### config.mk
export PLATFORM = sky130hd
export DESIGN_NAME = pt_walker
export DESIGN_NICKNAME = d
export VERILOG_FILES = /design/src/rtl/ptw_pkg.sv /design/src/rtl/ptw_index_sel.sv /design/src/rtl/ptw_addr_gen.sv /design/src/rtl/ptw_ctrl.sv /design/src/rtl/pt_walker.sv
export SDC_FILE = /design/constraint.sdc
export NUM_CORES = 1
export LEC_CHECK = 0
export BUFFER_PORTS_ARGS = -buffer_cell sky130_fd_sc_hd__buf_2
export CORE_AREA = 2 2 128 130
export CTS_CLUSTER_SIZE = 16
export DETAILED_ROUTE_END_ITERATION = 6
export DIE_AREA = 0 0 130 132
export PLACE_DENSITY = 0.69
export SLEW_MARGIN = 20
export SYNTH_ARGS = -nofsm -noshare
export SYNTH_HDL_FRONTEND = slang
export SYNTH_SLANG_ARGS = --single-unit
### constraint.sdc
create_clock -name clk -period 2.6 [get_ports clk]
set_input_delay 0.65 -clock clk [delete_from_list [all_inputs] [get_ports clk]]
set_output_delay 0.65 -clock clk [all_outputs]
set_load 0.05 [all_outputs]
### src/rtl/ptw_pkg.sv
// Package: shared constants and state type for the page table walker.
// Assumes 64-bit entries with the valid flag at bit 0 and the non-global flag at bit 11.
package ptw_pkg;
    localparam int ENTRY_W   = 64;
    localparam int VALID_BIT = 0;
    localparam int NG_BIT    = 11;
    localparam int ENTRY_SH  = 3;   // log2 of entry size in bytes

    typedef enum logic [1:0] {
        ST_IDLE = 2'd0,
        ST_REQ  = 2'd1,
        ST_WAIT = 2'd2
    } walk_state_e;
endpackage

### src/rtl/ptw_index_sel.sv
// Index selector: picks the virtual address slice that indexes the table of the current level.
// Assumes level 0 uses the topmost IDX_W bits and each later level the next lower slice.
module ptw_index_sel #(
    parameter int VA_W   = 48,
    parameter int IDX_W  = 9,
    parameter int LEVELS = 4,
    localparam int LVL_W = $clog2(LEVELS)
) (
    input  logic [VA_W-1:0]  vaddr,
    input  logic [LVL_W-1:0] level,
    output logic [IDX_W-1:0] index
);
    logic [IDX_W-1:0] slice [LEVELS];

    // One slice per level, taken from the top of the address downwards.
    for (genvar g = 0; g < LEVELS; g++) begin : g_slice
        assign slice[g] = vaddr[VA_W-1-g*IDX_W -: IDX_W];
    end

    // Choose the slice of the active level.
    assign index = slice[level];
endmodule

### src/rtl/ptw_addr_gen.sv
// Entry address generator: table base page shifted to a byte address plus index times entry size.
// Assumes the table base is page aligned.
module ptw_addr_gen #(
    parameter int PA_W     = 48,
    parameter int PG_SH    = 12,
    parameter int IDX_W    = 9,
    localparam int PPN_W   = PA_W - PG_SH
) (
    input  logic [PPN_W-1:0] base_ppn,
    input  logic [IDX_W-1:0] index,
    output logic [PA_W-1:0]  entry_addr
);
    logic [PA_W-1:0] base_byte;
    logic [PA_W-1:0] offset;

    // Byte address of the table and byte offset of the entry.
    assign base_byte  = {base_ppn, {PG_SH{1'b0}}};
    assign offset     = PA_W'({index, {ptw_pkg::ENTRY_SH{1'b0}}});
    assign entry_addr = base_byte + offset;
endmodule

### src/rtl/ptw_ctrl.sv
// Walk controller: sequences the level reads and registers the fill or fault result.
// Assumes one walk at a time; responses arrive only after an accepted request.
module ptw_ctrl
    import ptw_pkg::*;
#(
    parameter int VA_W   = 48,
    parameter int PA_W   = 48,
    parameter int PG_SH  = 12,
    parameter int LEVELS = 4,
    localparam int LVL_W = $clog2(LEVELS),
    localparam int PPN_W = PA_W - PG_SH
) (
    input  logic               clk,
    input  logic               rst_n,
    input  logic               start,
    input  logic [VA_W-1:0]    start_vaddr,
    input  logic [PPN_W-1:0]   root_ppn,
    input  logic               mem_req_ready,
    input  logic               mem_resp_valid,
    input  logic [ENTRY_W-1:0] mem_resp_data,
    output logic               busy,
    output logic               mem_req_valid,
    output logic [VA_W-1:0]    va_q,
    output logic [LVL_W-1:0]   lvl_q,
    output logic [PPN_W-1:0]   base_q,
    output logic               fill_valid,
    output logic [PPN_W-1:0]   fill_ppn,
    output logic               fill_ng,
    output logic               fault_valid,
    output logic [LVL_W-1:0]   fault_lvl
);
    localparam logic [LVL_W-1:0] LAST_LVL = LVL_W'(LEVELS - 1);

    walk_state_e      state;
    logic             entry_ok;
    logic [PPN_W-1:0] entry_ppn;

    // Decode the fields of the returned entry.
    assign entry_ok  = mem_resp_data[VALID_BIT];
    assign entry_ppn = mem_resp_data[PG_SH +: PPN_W];

    // Outputs that follow the state directly.
    assign busy          = (state != ST_IDLE);
    assign mem_req_valid = (state == ST_REQ);

    // Walk sequencing and result registers.
    always_ff @(posedge clk) begin
        if (!rst_n) begin
            state       <= ST_IDLE;
            va_q        <= '0;
            lvl_q       <= '0;
            base_q      <= '0;
            fill_valid  <= 1'b0;
            fill_ppn    <= '0;
            fill_ng     <= 1'b0;
            fault_valid <= 1'b0;
            fault_lvl   <= '0;
        end else begin
            fill_valid  <= 1'b0;
            fault_valid <= 1'b0;
            case (state)
                ST_IDLE: begin
                    if (start) begin
                        va_q   <= start_vaddr;
                        base_q <= root_ppn;
                        lvl_q  <= '0;
                        state  <= ST_REQ;
                    end
                end
                ST_REQ: begin
                    if (mem_req_ready) state <= ST_WAIT;
                end
                ST_WAIT: begin
                    if (mem_resp_valid) begin
                        if (!entry_ok) begin
                            fault_valid <= 1'b1;
                            fault_lvl   <= lvl_q;
                            state       <= ST_IDLE;
                        end else if (lvl_q == LAST_LVL) begin
                            fill_valid <= 1'b1;
                            fill_ppn   <= entry_ppn;
                            fill_ng    <= mem_resp_data[NG_BIT];
                            state      <= ST_IDLE;
                        end else begin
                            base_q <= entry_ppn;
                            lvl_q  <= lvl_q + 1'b1;
                            state  <= ST_REQ;
                        end
                    end
                end
                default: state <= ST_IDLE;
            endcase
        end
    end

    // a stalled request stays asserted.
    p_req_hold_r5: assert property (@(posedge clk) disable iff (!rst_n)
        (mem_req_valid && !mem_req_ready) |=> mem_req_valid);

    // the fill is a single-cycle pulse.
    p_fill_pulse_r6: assert property (@(posedge clk) disable iff (!rst_n)
        fill_valid |=> !fill_valid);

    // a fault never coincides with a fill and is a single-cycle pulse.
    p_fault_excl_r8: assert property (@(posedge clk) disable iff (!rst_n)
        fault_valid |-> !fill_valid);
    p_fault_pulse_r8: assert property (@(posedge clk) disable iff (!rst_n)
        fault_valid |=> !fault_valid);

    // a result is reported only once the walker is idle again.
    p_done_idle_r9: assert property (@(posedge clk) disable iff (!rst_n)
        (fill_valid || fault_valid) |-> !busy);

    // moving on to the next request advances the level by exactly one.
    p_lvl_step_r3: assert property (@(posedge clk) disable iff (!rst_n)
        (mem_req_valid && !$past(mem_req_valid) && $past(busy)) |-> (lvl_q == $past(lvl_q) + 1'b1));

    // the captured address is frozen while a walk runs.
    p_va_hold_r10: assert property (@(posedge clk) disable iff (!rst_n)
        (busy && $past(busy)) |-> $stable(va_q));
endmodule

### src/rtl/pt_walker.sv
// Page table walker top: joins the controller, index selector and address generator.
// Assumes a single outstanding memory read; the result stays on the fill outputs until the next walk.
module pt_walker
    import ptw_pkg::*;
#(
    parameter int VA_W   = 48,
    parameter int PA_W   = 48,
    parameter int PG_SH  = 12,
    parameter int IDX_W  = 9,
    parameter int LEVELS = 4,
    localparam int LVL_W = $clog2(LEVELS),
    localparam int PPN_W = PA_W - PG_SH,
    localparam int VPN_W = VA_W - PG_SH
) (
    input  logic               clk,
    input  logic               rst_n,
    input  logic               start,
    input  logic [VA_W-1:0]    start_vaddr,
    input  logic [PPN_W-1:0]   root_ppn,
    output logic               busy,
    output logic               mem_req_valid,
    input  logic               mem_req_ready,
    output logic [PA_W-1:0]    mem_req_addr,
    input  logic               mem_resp_valid,
    input  logic [ENTRY_W-1:0] mem_resp_data,
    output logic               fill_valid,
    output logic [VPN_W-1:0]   fill_vpn,
    output logic [PPN_W-1:0]   fill_ppn,
    output logic [PA_W-1:0]    fill_paddr,
    output logic               fill_nonglobal,
    output logic               fault_valid,
    output logic [LVL_W-1:0]   fault_level
);
    logic [VA_W-1:0]  va_q;
    logic [LVL_W-1:0] lvl_q;
    logic [PPN_W-1:0] base_q;
    logic [IDX_W-1:0] index;

    ptw_ctrl #(.VA_W(VA_W), .PA_W(PA_W), .PG_SH(PG_SH), .LEVELS(LEVELS)) u_ctrl (
        .clk            (clk),
        .rst_n          (rst_n),
        .start          (start),
        .start_vaddr    (start_vaddr),
        .root_ppn       (root_ppn),
        .mem_req_ready  (mem_req_ready),
        .mem_resp_valid (mem_resp_valid),
        .mem_resp_data  (mem_resp_data),
        .busy           (busy),
        .mem_req_valid  (mem_req_valid),
        .va_q           (va_q),
        .lvl_q          (lvl_q),
        .base_q         (base_q),
        .fill_valid     (fill_valid),
        .fill_ppn       (fill_ppn),
        .fill_ng        (fill_nonglobal),
        .fault_valid    (fault_valid),
        .fault_lvl      (fault_level)
    );

    ptw_index_sel #(.VA_W(VA_W), .IDX_W(IDX_W), .LEVELS(LEVELS)) u_idx (
        .vaddr (va_q),
        .level (lvl_q),
        .index (index)
    );

    ptw_addr_gen #(.PA_W(PA_W), .PG_SH(PG_SH), .IDX_W(IDX_W)) u_addr (
        .base_ppn   (base_q),
        .index      (index),
        .entry_addr (mem_req_addr)
    );

    // Translation fields handed to the cache.
    assign fill_vpn   = va_q[VA_W-1:PG_SH];
    assign fill_paddr = {fill_ppn, va_q[PG_SH-1:0]};

    // nothing is active in the first cycle after reset.
    p_reset_quiet_r1: assert property (@(posedge clk)
        $past(!rst_n) |-> (!busy && !mem_req_valid && !fill_valid && !fault_valid));
endmodule

---- Yosys cells after proc, flatten, opt, wreduce, memory -nomap -nowiden ----
Index checks and enable logic that the tools add are counted.
W data, S select, Z words.
word-level totals
  flip-flop bits (word level) ............. 129
  logic and storage cells ................. 53
  output and inout bits ................... 175
  input port bits ......................... 153
cells by class
  order comparisons ....................... 1
  bitwise operators ....................... 2
  add/subtract/negate cells ............... 2
  eq/ne operators ......................... 8
  reduce and logical (&&, ||, !) cells .... 10
  multiplexer cells ....................... 21
operators with widths
  cell                   count
  $mux W36               4
  $pmux W36 S2           1
  $add A48 B12 Y48       1
  $bmux W9 S2            1
  $mux W9                2
  $mux W2                8
  $reduce_and A3 Y1      3
  $ne A2 B2 Y1 const B   4
  $reduce_and A4 Y1      2
  $pmux W2 S3            1
  $reduce_and A5 Y1      1
  $eq A2 B2 Y1 const B   2
  $pmux W2 S2            1
  $reduce_bool A2 Y1     2
  $ge A3 B3 Y1 const B   1
  $mux W1                3
  $not A2 Y3             1
  $add A2 B1 Y2 const B  1
  $eq A2 B1 Y1 const B   1
  $logic_not A2 Y1       1
  $ne A2 B1 Y1 const B   1
  $reduce_and A2 Y1      1
  $not A1 Y1             1

---- Logic depth before layout (Yosys ltp) ----
Gate-level depths: netlist (run 1).
  depth in word-level cells ............... 5
  gate-level depth with buffers ........... 6
  mapped depth without buffers ............ 4

---- Modules after synthesis ----
A second synthesis (run 1) with hierarchy kept.
unflattened totals
  cell total of the unflattened synthesis .. 683
  area total of the unflattened synthesis .. 6099.6 sq um
by module, submodules not included
  module         instances  area an instance (sq um)  seq. area each (sq um)  cells an instance
  ptw_ctrl       1          5246.3                    2582.5                  587
  ptw_addr_gen   1          364.1                     0.0                     49
  pt_walker      1          270.3                     0.0                     36
  ptw_index_sel  1          219.0                     0.0                     11

---- Worst setup path before layout (run 1) ----
OpenSTA, ideal clock, no wires.
  path kind ............................... reg2out
  start point ............................. register u_ctrl.lvl_q[0]
  end point ............................... output port mem_req_addr[10]
  data arrival time ....................... 1.375 ns
  required time ........................... 1.950 ns
  cell stages (with the launch flop) ...... 3
  setup slack ............................. 0.575 ns
  path buffers ............................ 1
  path through ............................ dfxtp_1 > buf_2 > mux4_2
between the ends
  word-level cells in the longest chain between the ends .. 5
ends and longest elaborated chain
  what                                         RTL line             source
  from (decl)                                  ptw_ctrl.sv:24       output logic [LVL_W-1:0] lvl_q,
  from (signal assigned)                       ptw_ctrl.sv:86       lvl_q <= lvl_q + 1'b1;
  $not A2 Y3 (not written as such)             ptw_index_sel.sv:21  assign index = slice[level];
  $bmux W9 S2                                  ptw_index_sel.sv:21
  $mux W9 (not written as such) (2 in series)  ptw_index_sel.sv:21
  $add A48 B12 Y48                             ptw_addr_gen.sv:19   assign entry_addr = base_byte + offset;
  to (decl)                                    pt_walker.sv:23      output logic [PA_W-1:0] mem_req_addr,
No other way between the ends. The select of a mux whose other input is x is not followed.

---- Worst setup path after layout (run 1) ----
  start point ............................. register u_ctrl.lvl_q[0]
  end point ............................... output port mem_req_addr[4]
The elaborated chain is that of the path after synthesis.

==> summary.md, run 1 <==
| Metric | Value |
|---|---|
| H-tree levels | `4` |
| Cell Area, Synth | `5780 µm²` |
| Clock Path Buffers | `2` |
| Reg2reg start | `u_ctrl.lvl_q[0]$_SDFFE_PN0P_` |
| Critical path peak fanout | `14` |
| Sequential-to-total area share from yosys stat | `0.447` |
| Synth cell types | `40` |
| Status | `finished, final reports clean` |
| Clock Skew | `0.00459 ns` |
| Share of cells above drive strength 1 | `0.416` |
| Async S/R FF share, synth | `0` |
| Slew margin rel. | `0.603` |
| Max-slew violation count | `0` |
| Worst skew pair latency | `0.41 ns` |
| Top_reg_cell synth | `dfxtp_1` |
| Antenna cells | `0` |
| Ys Warns | `0` |
| Initial antenna violation count | `1` |
| Worst slew pin tran | `0.595 ns` |
| CP arrival | `1.71 ns` |
| Nets | `1,029` |
| First drt pass iteration count | `4` |
| EDFF count, synth | `0` |
| Vias per inst | `5.07` |
| Die area | `17,200 µm²` |
| Post-DP Area | `7110 µm²` |
| Fin crit share | `0.907` |
| Core Rows | `46` |
| Largest net degree at the start of global routing | `49` |
| Number of routed nets with antenna violations | `0` |
| Mean post-synth cell area | `9.05 µm²` |
| Endpoint class of the critical path | `output pin` |
| CORE AREA | `15,700 µm²` |
| Max cap viols | `0` |
| Final wirelength | `18,000 µm` |
| Peak supply drop | `0.429 mV` |
| I/O pin count | `328` |
| Pwr Density | `726 nW/µm²` |
| Cts hold-fix bufs | `0` |
| CTS sink cnt | `129` |
| Cts bufs inserted | `17` |
| Vias in the first global route | `5,366` |
| Die W | `130 µm` |
| Crit path kind | `flop to output pin` |
| WP data required | `1.95 ns` |
| Port bufs | `298` |
| Worst Setup SP | `u_ctrl.lvl_q[0]$_SDFFE_PN0P_` |
| Final setup TNS | `0 ns` |
| Initial Util | `0.368` |
| Mapped Cells | `638` |
| Hold path startpoint | `u_ctrl.va_q[2]$_SDFFE_PN0P_` |
| Nature of the critical path startpoint | `flop` |
| Endpoints failing setup | `0` |
| RSZ-0062 raised after global routing | `no` |
| CTS tree | `built` |
| Lkg Pwr | `3.68 nW` |
| Die height | `132 µm` |
| Hold Crit Class | `flop to flop` |
| Initial DRC count | `188` |
| Cts repair resizes | `0` |
| FMAX | `0.424 GHz` |
| Final Hold Viols | `0` |
| Grt total ovfl | `0` |
| Register bit total from synthesis | `129` |
| Average wire per standard cell | `16.3 µm` |
| DP HPWL | `12,600 µm` |
| Reg clk slew, reported paths | `0.06 ns` |
| # Post-CTS Setup Buffers | `0` |
| Fin crit period | `2.36 ns` |
| Gpl congestion | `0.765` |
| GRT Total Usage | `0.206` |
| First-pass GRT wire length | `27,500 µm` |
| DRC errors left | `0` |
| Clock Root Buffer | `clkbuf_16` |
| FILL cells | `1,527` |
| Design area | `7690 µm²` |
| Via count | `5,582` |
| Layout area overhead | `33.1%` |
per-layer routing:
| layer | wire [µm] | track usage | share of wire | up-vias |
|---|---|---|---|---|
| met5 | 13 | 0 | 0.00072 | - |
| met3 | 1400 | 0.0694 | 0.078 | 32 |
| li1 | - | - | - | 2698 |
| met2 | 8930 | 0.353 | 0.50 | 237 |
| met1 | 7210 | 0.233 | 0.40 | 2613 |
| met4 | 413 | 0.0842 | 0.023 | 2 |
logic make-up (layout without fill, tap and decap cells):
logic type                 count (synthesis)  after routing  synth area share
muxes                                     11             11            0.0386
and+or+nand+nor                          191            191             0.163
other                                      1              3          0.000649
buffers and inverters                    105            351             0.109
adders and majority gates                  1              1           0.00217
DFF                                      129            129             0.447
AOI/OAI and AO/OA                        200            200             0.240
path summary, 6_finish.rpt:
kind	to	slack, ns	depth (start not counted)
setup / recovery	mem_req_addr[4]	0.24	3
hold / removal	u_ctrl.va_q[2]$_SDFFE_PN0P_	0.45	2
setup reg to reg	u_ctrl.fill_ppn[5]$_SDFFE_PN0P_	0.60	7
hold reg to reg	u_ctrl.va_q[2]$_SDFFE_PN0P_	0.45	2
layout by cell type (no fill, tap or decap), types with 2 or more instances in the layout:
| master | netlist | final |
|---|---|---|
| and2_1 | 2 | 2 |
| buf_12 | 0 | 2 |
| nor2_1 | 3 | 3 |
| or3_1 | 2 | 2 |
| dfxtp_2 | 0 | 2 |
| clkinv_2 | 0 | 4 |
| mux2i_1 | 2 | 2 |
| o21ai_0 | 36 | 36 |
| mux4_2 | 9 | 9 |
| buf_4 | 47 | 17 |
| o221a_1 | 31 | 31 |
| dfxtp_1 | 129 | 127 |
| nor2b_1 | 38 | 38 |
| buf_2 | 12 | 298 |
| nand3_1 | 38 | 38 |
| conb_1 | 1 | 3 |
| o221a_2 | 5 | 5 |
| a21oi_1 | 85 | 85 |
| bufinv_16 | 0 | 3 |
| nand2_1 | 98 | 98 |
| a211o_1 | 36 | 36 |
| inv_1 | 3 | 3 |
| a31oi_1 | 2 | 2 |
| clkinvlp_4 | 0 | 4 |
| clkbuf_16 | 0 | 17 |
Yosys cell counts, types with 2 or more instances:
cell type	n	area (µm²)
dfxtp_1	129	2580
nand2_1	98	368
a21oi_1	85	425
buf_4	47	353
nand3_1	38	190
nor2b_1	38	238
a211o_1	36	315
o21ai_0	36	180
clkbuf_1	32	120
o221a_1	31	349
buf_2	12	60.1
mux4_2	9	203
buf_6	6	67.6
o221a_2	5	56.3
buf_1	3	11.3
inv_1	3	11.3
nor2_1	3	11.3
a31oi_1	2	12.5
and2_1	2	12.5
mux2i_1	2	20.0
or3_1	2	12.5
report_power, final:
| part | switching, mW | total [mW] | internal (mW) |
|---|---|---|---|
| combinational | 0.737 | 1.06 | 0.320 |
| clock | 0.860 | 2.37 | 1.51 |
| sequential | 0.0686 | 2.16 | 2.09 |
| total | 1.67 | 5.59 | 3.92 |
sequential cells by signal, summed over array words and instances, names as in the netlist:
register,count
u_ctrl.va_q,48
u_ctrl.state,2
u_ctrl.fill_ng,1
u_ctrl.base_q,36
u_ctrl.lvl_q,2
u_ctrl.fault_lvl,2
u_ctrl.fill_valid,1
u_ctrl.fault_valid,1
u_ctrl.fill_ppn,36
metrics by stage:
step	utilization	power (mW)	hold slack, ns	std cells	setup slack, ns
2_1_floorplan	-	2.96	0.672	640	0.575
3_3_place_gp	0.452	3.25	0.439	1072	0.623
3_5_place_dp	0.452	3.26	0.446	1072	0.586
4_1_cts	0.489	5.66	0.449	1102	0.200
5_1_grt	0.489	5.82	0.459	1102	0.145
6_report	0.489	5.59	0.454	1102	0.241
area by class of cell:
cell class	instances	area, µm²	area share
Timing Repair Buffer	317	1660	0.216
Inverter	4	15.0	0.00195
Sequential cell	129	2580	0.336
Clock inverter	11	140	0.0182
Clock buffer	19	443	0.0576
Multi-Input combinational cell	406	2580	0.335
Tap cell	216	270	0.0352
worst max-delay path: stages, from the launching register on:
cell	delay, ns
dfxtp_1	0.30
buf_4	0.24
mux4_2	0.52
buf_2	0.22
(Power assumes the default switching activity.)
==> run 2, diff against run 1 <==
clock period = 2.85 ns   (was 2.6 ns; I/O delays follow)
==> summary.md, run 2 (synthesized netlist as in run 1, its figures left out) <==
| Metric | Value |
|---|---|
| Die W | `130 µm` |
| FILL cells | `1,560` |
| Lkg Pwr | `3.71 nW` |
| Design Power | `5.27 mW` |
| Final setup margin | `0.372 ns` |
| Largest register FFs | `48` |
| H-tree levels | `4` |
| Hold depth | `2` |
| Cts hold-fix bufs | `0` |
| Largest net degree at the start of global routing | `49` |
| Share of cells above drive strength 1 | `0.417` |
| Hold WS | `0.454 ns` |
| Grt total ovfl | `0` |
| WL met3 | `1520 µm` |
| Initial antenna violation count | `3` |
| Core Rows | `46` |
| Final std cells w/o fill | `1,105` |
| Die height | `132 µm` |
| Final Hold Viols | `0` |
| CTS sink cnt | `129` |
| Endpoint class of the critical path | `output pin` |
| CP peak stage delay | `0.58 ns` |
| Cells along the critical path | `mux4_2 > buf_2` |
| I/O pin count | `328` |
| Nets | `1,029` |
| WP buf/inv | `1` |
| Reg with most FFs | `u_ctrl.va_q` |
| Critical path's top delay family | `flip-flops` |
| Number of routed nets with antenna violations | `0` |
| Gpl congestion | `0.785` |
| Average wire per standard cell | `16.3 µm` |
| Hold Crit Class | `flop to flop` |
| Initial Util | `0.368` |
| First drt pass iteration count | `5` |
| Nature of the critical path startpoint | `flop` |
| Slowest-stage cell, CP | `dfxtp_1` |
| Commonest non-fill, non-tap cell in the layout | `buf_2` |
| Layout area overhead | `34.1%` |
| DP Cell Count | `1,072` |
| Vias in the first global route | `5,429` |
| First-pass GRT wire length | `28,000 µm` |
| Status | `finished, final reports clean` |
| Met1 wire length | `7250 µm` |
| Net Switching | `1.52 mW` |
| Port bufs | `298` |
| Fin crit period | `2.48 ns` |
| Clock power frac | `0.444` |
| Max-slew violation count | `0` |
| Combinational Power Share | `0.182` |
| CORE AREA | `15,700 µm²` |
| Most frequent cells in the layout | `buf_2, dfxtp_1, nand2_1, a21oi_1` |
| Worst skew pair latency | `0.40 ns` |
| Cell internal pwr | `3.75 mW` |
| Final wirelength | `18,000 µm` |
| Initial DRC count | `246` |
| Worst slew pin tran | `0.594 ns` |
| Cts bufs inserted | `17` |
| FF+latch area | `2580 µm²` |
| Via count | `5,543` |
| # Post-CTS Setup Buffers | `0` |
| Peak supply drop | `0.343 mV` |
| CP arrival | `1.77 ns` |
| WP data required | `2.14 ns` |
| Reg clk slew, reported paths | `0.05 ns` |
| GRT Total Usage | `0.205` |
| Uppermost layer routed | `met5` |
| Critical path peak fanout | `10` |
| Biggest regs | `u_ctrl.va_q x48, u_ctrl.base_q x36, u_ctrl.fill_ppn x36` |
| Slew margin rel. | `0.603` |
| Cts repair resizes | `0` |
| Vias per inst | `5.02` |
| Post-place setup slack | `0.766 ns` |
| DP HPWL | `12,600 µm` |
| Pwr Density | `680 nW/µm²` |
| Endpoints failing setup | `0` |
| Crit path kind | `flop to output pin` |
| CTS tree | `built` |
| Fin crit share | `0.869` |
| Design area | `7750 µm²` |
| Seq pwr share | `0.375` |
| Post-DP Area | `7110 µm²` |
| RSZ-0062 raised after global routing | `no` |
| R2R cell count | `5` |
| Max cap viols | `0` |
| Clock Path Buffers | `2` |
| Met2 WL | `9050 µm` |
| Crit. path cell count | `2` |
| DRC errors left | `0` |
| Die area | `17,200 µm²` |
| Multi-input gate area | `2580 µm²` |
| Clock Skew | `0.00559 ns` |
| Clock Root Buffer | `clkbuf_16` |
| FMAX | `0.404 GHz` |
| Switching Share | `0.288` |
| Utilization after layout | `0.493` |
| Final setup TNS | `0 ns` |
run 2: cell types whose count changed in the layout (fill, tap and decap cells not counted), sizes merged:
cell | previous run | this run
clkbuf | 19 | 23
clkinv | 4 | 2
bufinv | 3 | 4
clkinvlp | 4 | 3
diode | 0 | 1
run 2: worst register-to-register path, delay by kind of cell, from the launching register on:
kind	cells	cell delay [ns]
flip-flops	1	0.58
buffers and inverters	1	0.37
AND/OR/NAND/NOR	2	0.32
AO/OA/AOI/OAI	1	0.29
adder cells (fa/ha/maj)	1	0.27
run 2: final cells by class:
class | instances | share of cell area
Sequential cell | 129 | 0.334
Multi-Input combinational cell | 406 | 0.332
Timing Repair Buffer | 317 | 0.214
Clock buffer | 23 | 0.0630
Tap cell | 216 | 0.0349
Clock inverter | 9 | 0.0197
Inverter | 4 | 0.00194
Antenna cell | 1 | 0.000323
run 2: final timing paths:
kind / from / end / slack [ns]
worst max register to register: u_ctrl.lvl_q[1]$_SDFFE_PN0P_ / u_ctrl.base_q[14]$_SDFFE_PN0P_ / 0.95
worst max-delay path: u_ctrl.lvl_q[1]$_SDFFE_PN0P_ / mem_req_addr[11] / 0.37
worst min register to register: u_ctrl.va_q[2]$_SDFFE_PN0P_ / u_ctrl.va_q[2]$_SDFFE_PN0P_ / 0.45
worst min-delay path: u_ctrl.va_q[2]$_SDFFE_PN0P_ / u_ctrl.va_q[2]$_SDFFE_PN0P_ / 0.45
run 2: per-layer routing:
layer | track usage | vias to the layer above
li1 | - | 2705
met4 | 0.0603 | 4
met3 | 0.0649 | 14
met5 | 0 | -
met1 | 0.235 | 2570
met2 | 0.363 | 250
run 2: power groups by stage:
stage	logic (mW)	registers (mW)	clock network, mW
floorplan	0.372	2.33	0
global placement	0.957	2.01	0
detailed placement	0.961	2.01	0
CTS	0.963	1.97	2.39
global route	1.02	1.99	2.46
finish	0.958	1.98	2.34
==> run 3, diff against run 2 <==
==> constraint.sdc (replaced) <==
create_clock -name clk -period 2.7 [get_ports clk]
set_input_delay 0.135 -clock clk [delete_from_list [all_inputs] [get_ports clk]]
set_output_delay 0.135 -clock clk [all_outputs]
set_load 0.05 [all_outputs]
==> summary.md, run 3 (synthesized netlist as in run 1, its figures left out) <==
| Metric | Value |
|---|---|
| DP HPWL | `12,400 µm` |
| Average wire per standard cell | `16.8 µm` |
| CP peak stage delay | `0.61 ns` |
| Reg clk slew, reported paths | `0.06 ns` |
| Hold path startpoint | `mem_resp_data[35]` |
| GRT Total Usage | `0.225` |
| Status | `finished, final reports clean` |
| First-pass GRT wire length | `30,300 µm` |
| Number of routed nets with antenna violations | `0` |
| Utilization after layout | `0.546` |
| Endpoint class of the critical path | `output pin` |
| Critical path peak fanout | `63` |
| Slowest-stage cell, CP | `buf_4` |
| Slew margin rel. | `0.564` |
| Worst Setup SP | `u_ctrl.state[1]$_SDFFE_PN0P_` |
| Core Rows | `46` |
| WP data required | `2.57 ns` |
| GR Layer Usage met1 | `0.250` |
| R2R cell count | `6` |
| RSZ-0062 raised after global routing | `no` |
| Cts repair resizes | `0` |
| Die area | `17,200 µm²` |
| Layout area overhead | `48.5%` |
| Clock Path Buffers | `2` |
| Lkg Pwr | `4.06 nW` |
| Commonest non-fill, non-tap cell in the layout | `buf_2` |
| CTS sink cnt | `129` |
| Nets | `1,106` |
| Clock Skew | `0.00602 ns` |
| Vias per inst | `5.10` |
| First drt pass iteration count | `5` |
| Max cap viols | `0` |
| Reg2reg end | `u_ctrl.fill_ppn[20]$_SDFFE_PN0P_` |
| Met2 GRT Util | `0.390` |
| Biggest regs | `u_ctrl.va_q x48, u_ctrl.base_q x36, u_ctrl.fill_ppn x36` |
| Clock Root Buffer | `clkbuf_16` |
| Crit path kind | `flop to output pin` |
| Design Power | `5.70 mW` |
| Worst skew pair latency | `0.40 ns` |
| DRC errors left | `0` |
| FILL cells | `1,425` |
| Design area | `8580 µm²` |
| Reg2reg start | `u_ctrl.lvl_q[0]$_SDFFE_PN0P_` |
| Post-DP Area | `7090 µm²` |
| Grt total ovfl | `0` |
| Final Hold Viols | `0` |
| Largest register FFs | `48` |
| Cells along the critical path | `buf_4 > or2_2 > buf_2` |
| Fin crit share | `0.828` |
| Port bufs | `298` |
| Via count | `6,020` |
| Initial Util | `0.368` |
| Die height | `132 µm` |
| Most frequent cells in the layout | `buf_2, dfxtp_1, nand2_1, a21oi_1, dlygate4sd3_1` |
| CORE AREA | `15,700 µm²` |
| H-tree levels | `4` |
| I/O pin count | `328` |
| Fin crit period | `2.23 ns` |
| Final setup TNS | `0 ns` |
| Nature of the critical path startpoint | `flop` |
| Largest net degree at the start of global routing | `64` |
| Initial antenna violation count | `2` |
| Endpoints failing setup | `0` |
| Vias in the first global route | `5,858` |
| Pwr Density | `664 nW/µm²` |
| Reg with most FFs | `u_ctrl.va_q` |
| Max-slew violation count | `0` |
| Peak supply drop | `0.361 mV` |
| CP arrival | `2.10 ns` |
| Busiest grt layer | `met2` |
| Gpl congestion | `0.772` |
| WHS Endpoint | `u_ctrl.fill_ppn[23]$_SDFFE_PN0P_` |
| R2R Setup Slk | `0.67 ns` |
| Worst slew pin tran | `0.653 ns` |
| Die W | `130 µm` |
| Cts bufs inserted | `17` |
| Final wirelength | `19,800 µm` |
| Antenna cells | `0` |
| Grt met3 use | `0.0735` |
| Share of cells above drive strength 1 | `0.381` |
| CTS tree | `built` |
| Initial DRC count | `272` |
| Hold Crit Class | `primary input to flop` |
| FMAX | `0.447 GHz` |
| Hold depth | `3` |
run 3: changes by cell type in the layout (fill, tap and decap cells not counted):
cell	delta
diode_2	-1
clkbuf_8	-1
clkinv_4	+5
buf_4	-7
clkinvlp_4	-2
buf_16	+1
dlygate4sd3_1	+81
buf_12	+2
clkbuf_1	-2
run 3: critical path: cells and delay by family (launching register included):
kind          cells  cell delay [ns]
buf+inv           2             0.86
flops             1             0.60
simple gates      1             0.22
run 3: layout make-up:
cell class / instances / area [µm²] / area share
clock buffers: 20 / 467 / 0.0544
clock inverters: 12 / 181 / 0.0211
flip-flops and latches: 129 / 2580 / 0.301
inverters: 4 / 15.0 / 0.00175
well taps: 216 / 270 / 0.0315
multi-input cells: 406 / 2580 / 0.300
repair buffers: 394 / 2480 / 0.290
run 3: repair_timing:
item,4_1_cts,5_1_grt
hold buffers,81,0
setup endpoints to repair,0,0
buffers inserted,0,0
hold endpoints to repair,81,0
run 3: worst max path at each step:
| stage | endpoint |
|---|---|
| after floorplan | u_ctrl.state[0]$_SDFFE_PN0P_ |
| after detailed placement | u_ctrl.base_q[22]$_SDFFE_PN0P_ |
| after CTS | busy |
| after global placement | u_ctrl.base_q[22]$_SDFFE_PN0P_ |
| final | busy |
| after global routing | busy |
run 3: through the flow:
step	setup WS [ns]	cells	hold WS [ns]
global placement	0.580	1067	0.375
detailed placement	0.584	1067	0.381
finish	0.465	1181	0.0234
global route	0.351	1181	0.00377
CTS	0.443	1180	0.00330
floorplan	0.981	640	0.271
run 3: layer usage:
metal,share of wire,up-vias
li1,-,2852
met5,0.0014,-
met2,0.50,279
met3,0.077,43
met4,0.026,4
met1,0.40,2842
run 3: report_power, final:
| group | internal [mW] | leakage, nW | switching, mW | total (mW) |
|---|---|---|---|---|
| sequential | 2.01 | 1.06 | 0.0754 | 2.09 |
| combinational | 0.387 | 2.68 | 0.733 | 1.12 |
| clock | 1.62 | 0.316 | 0.866 | 2.49 |
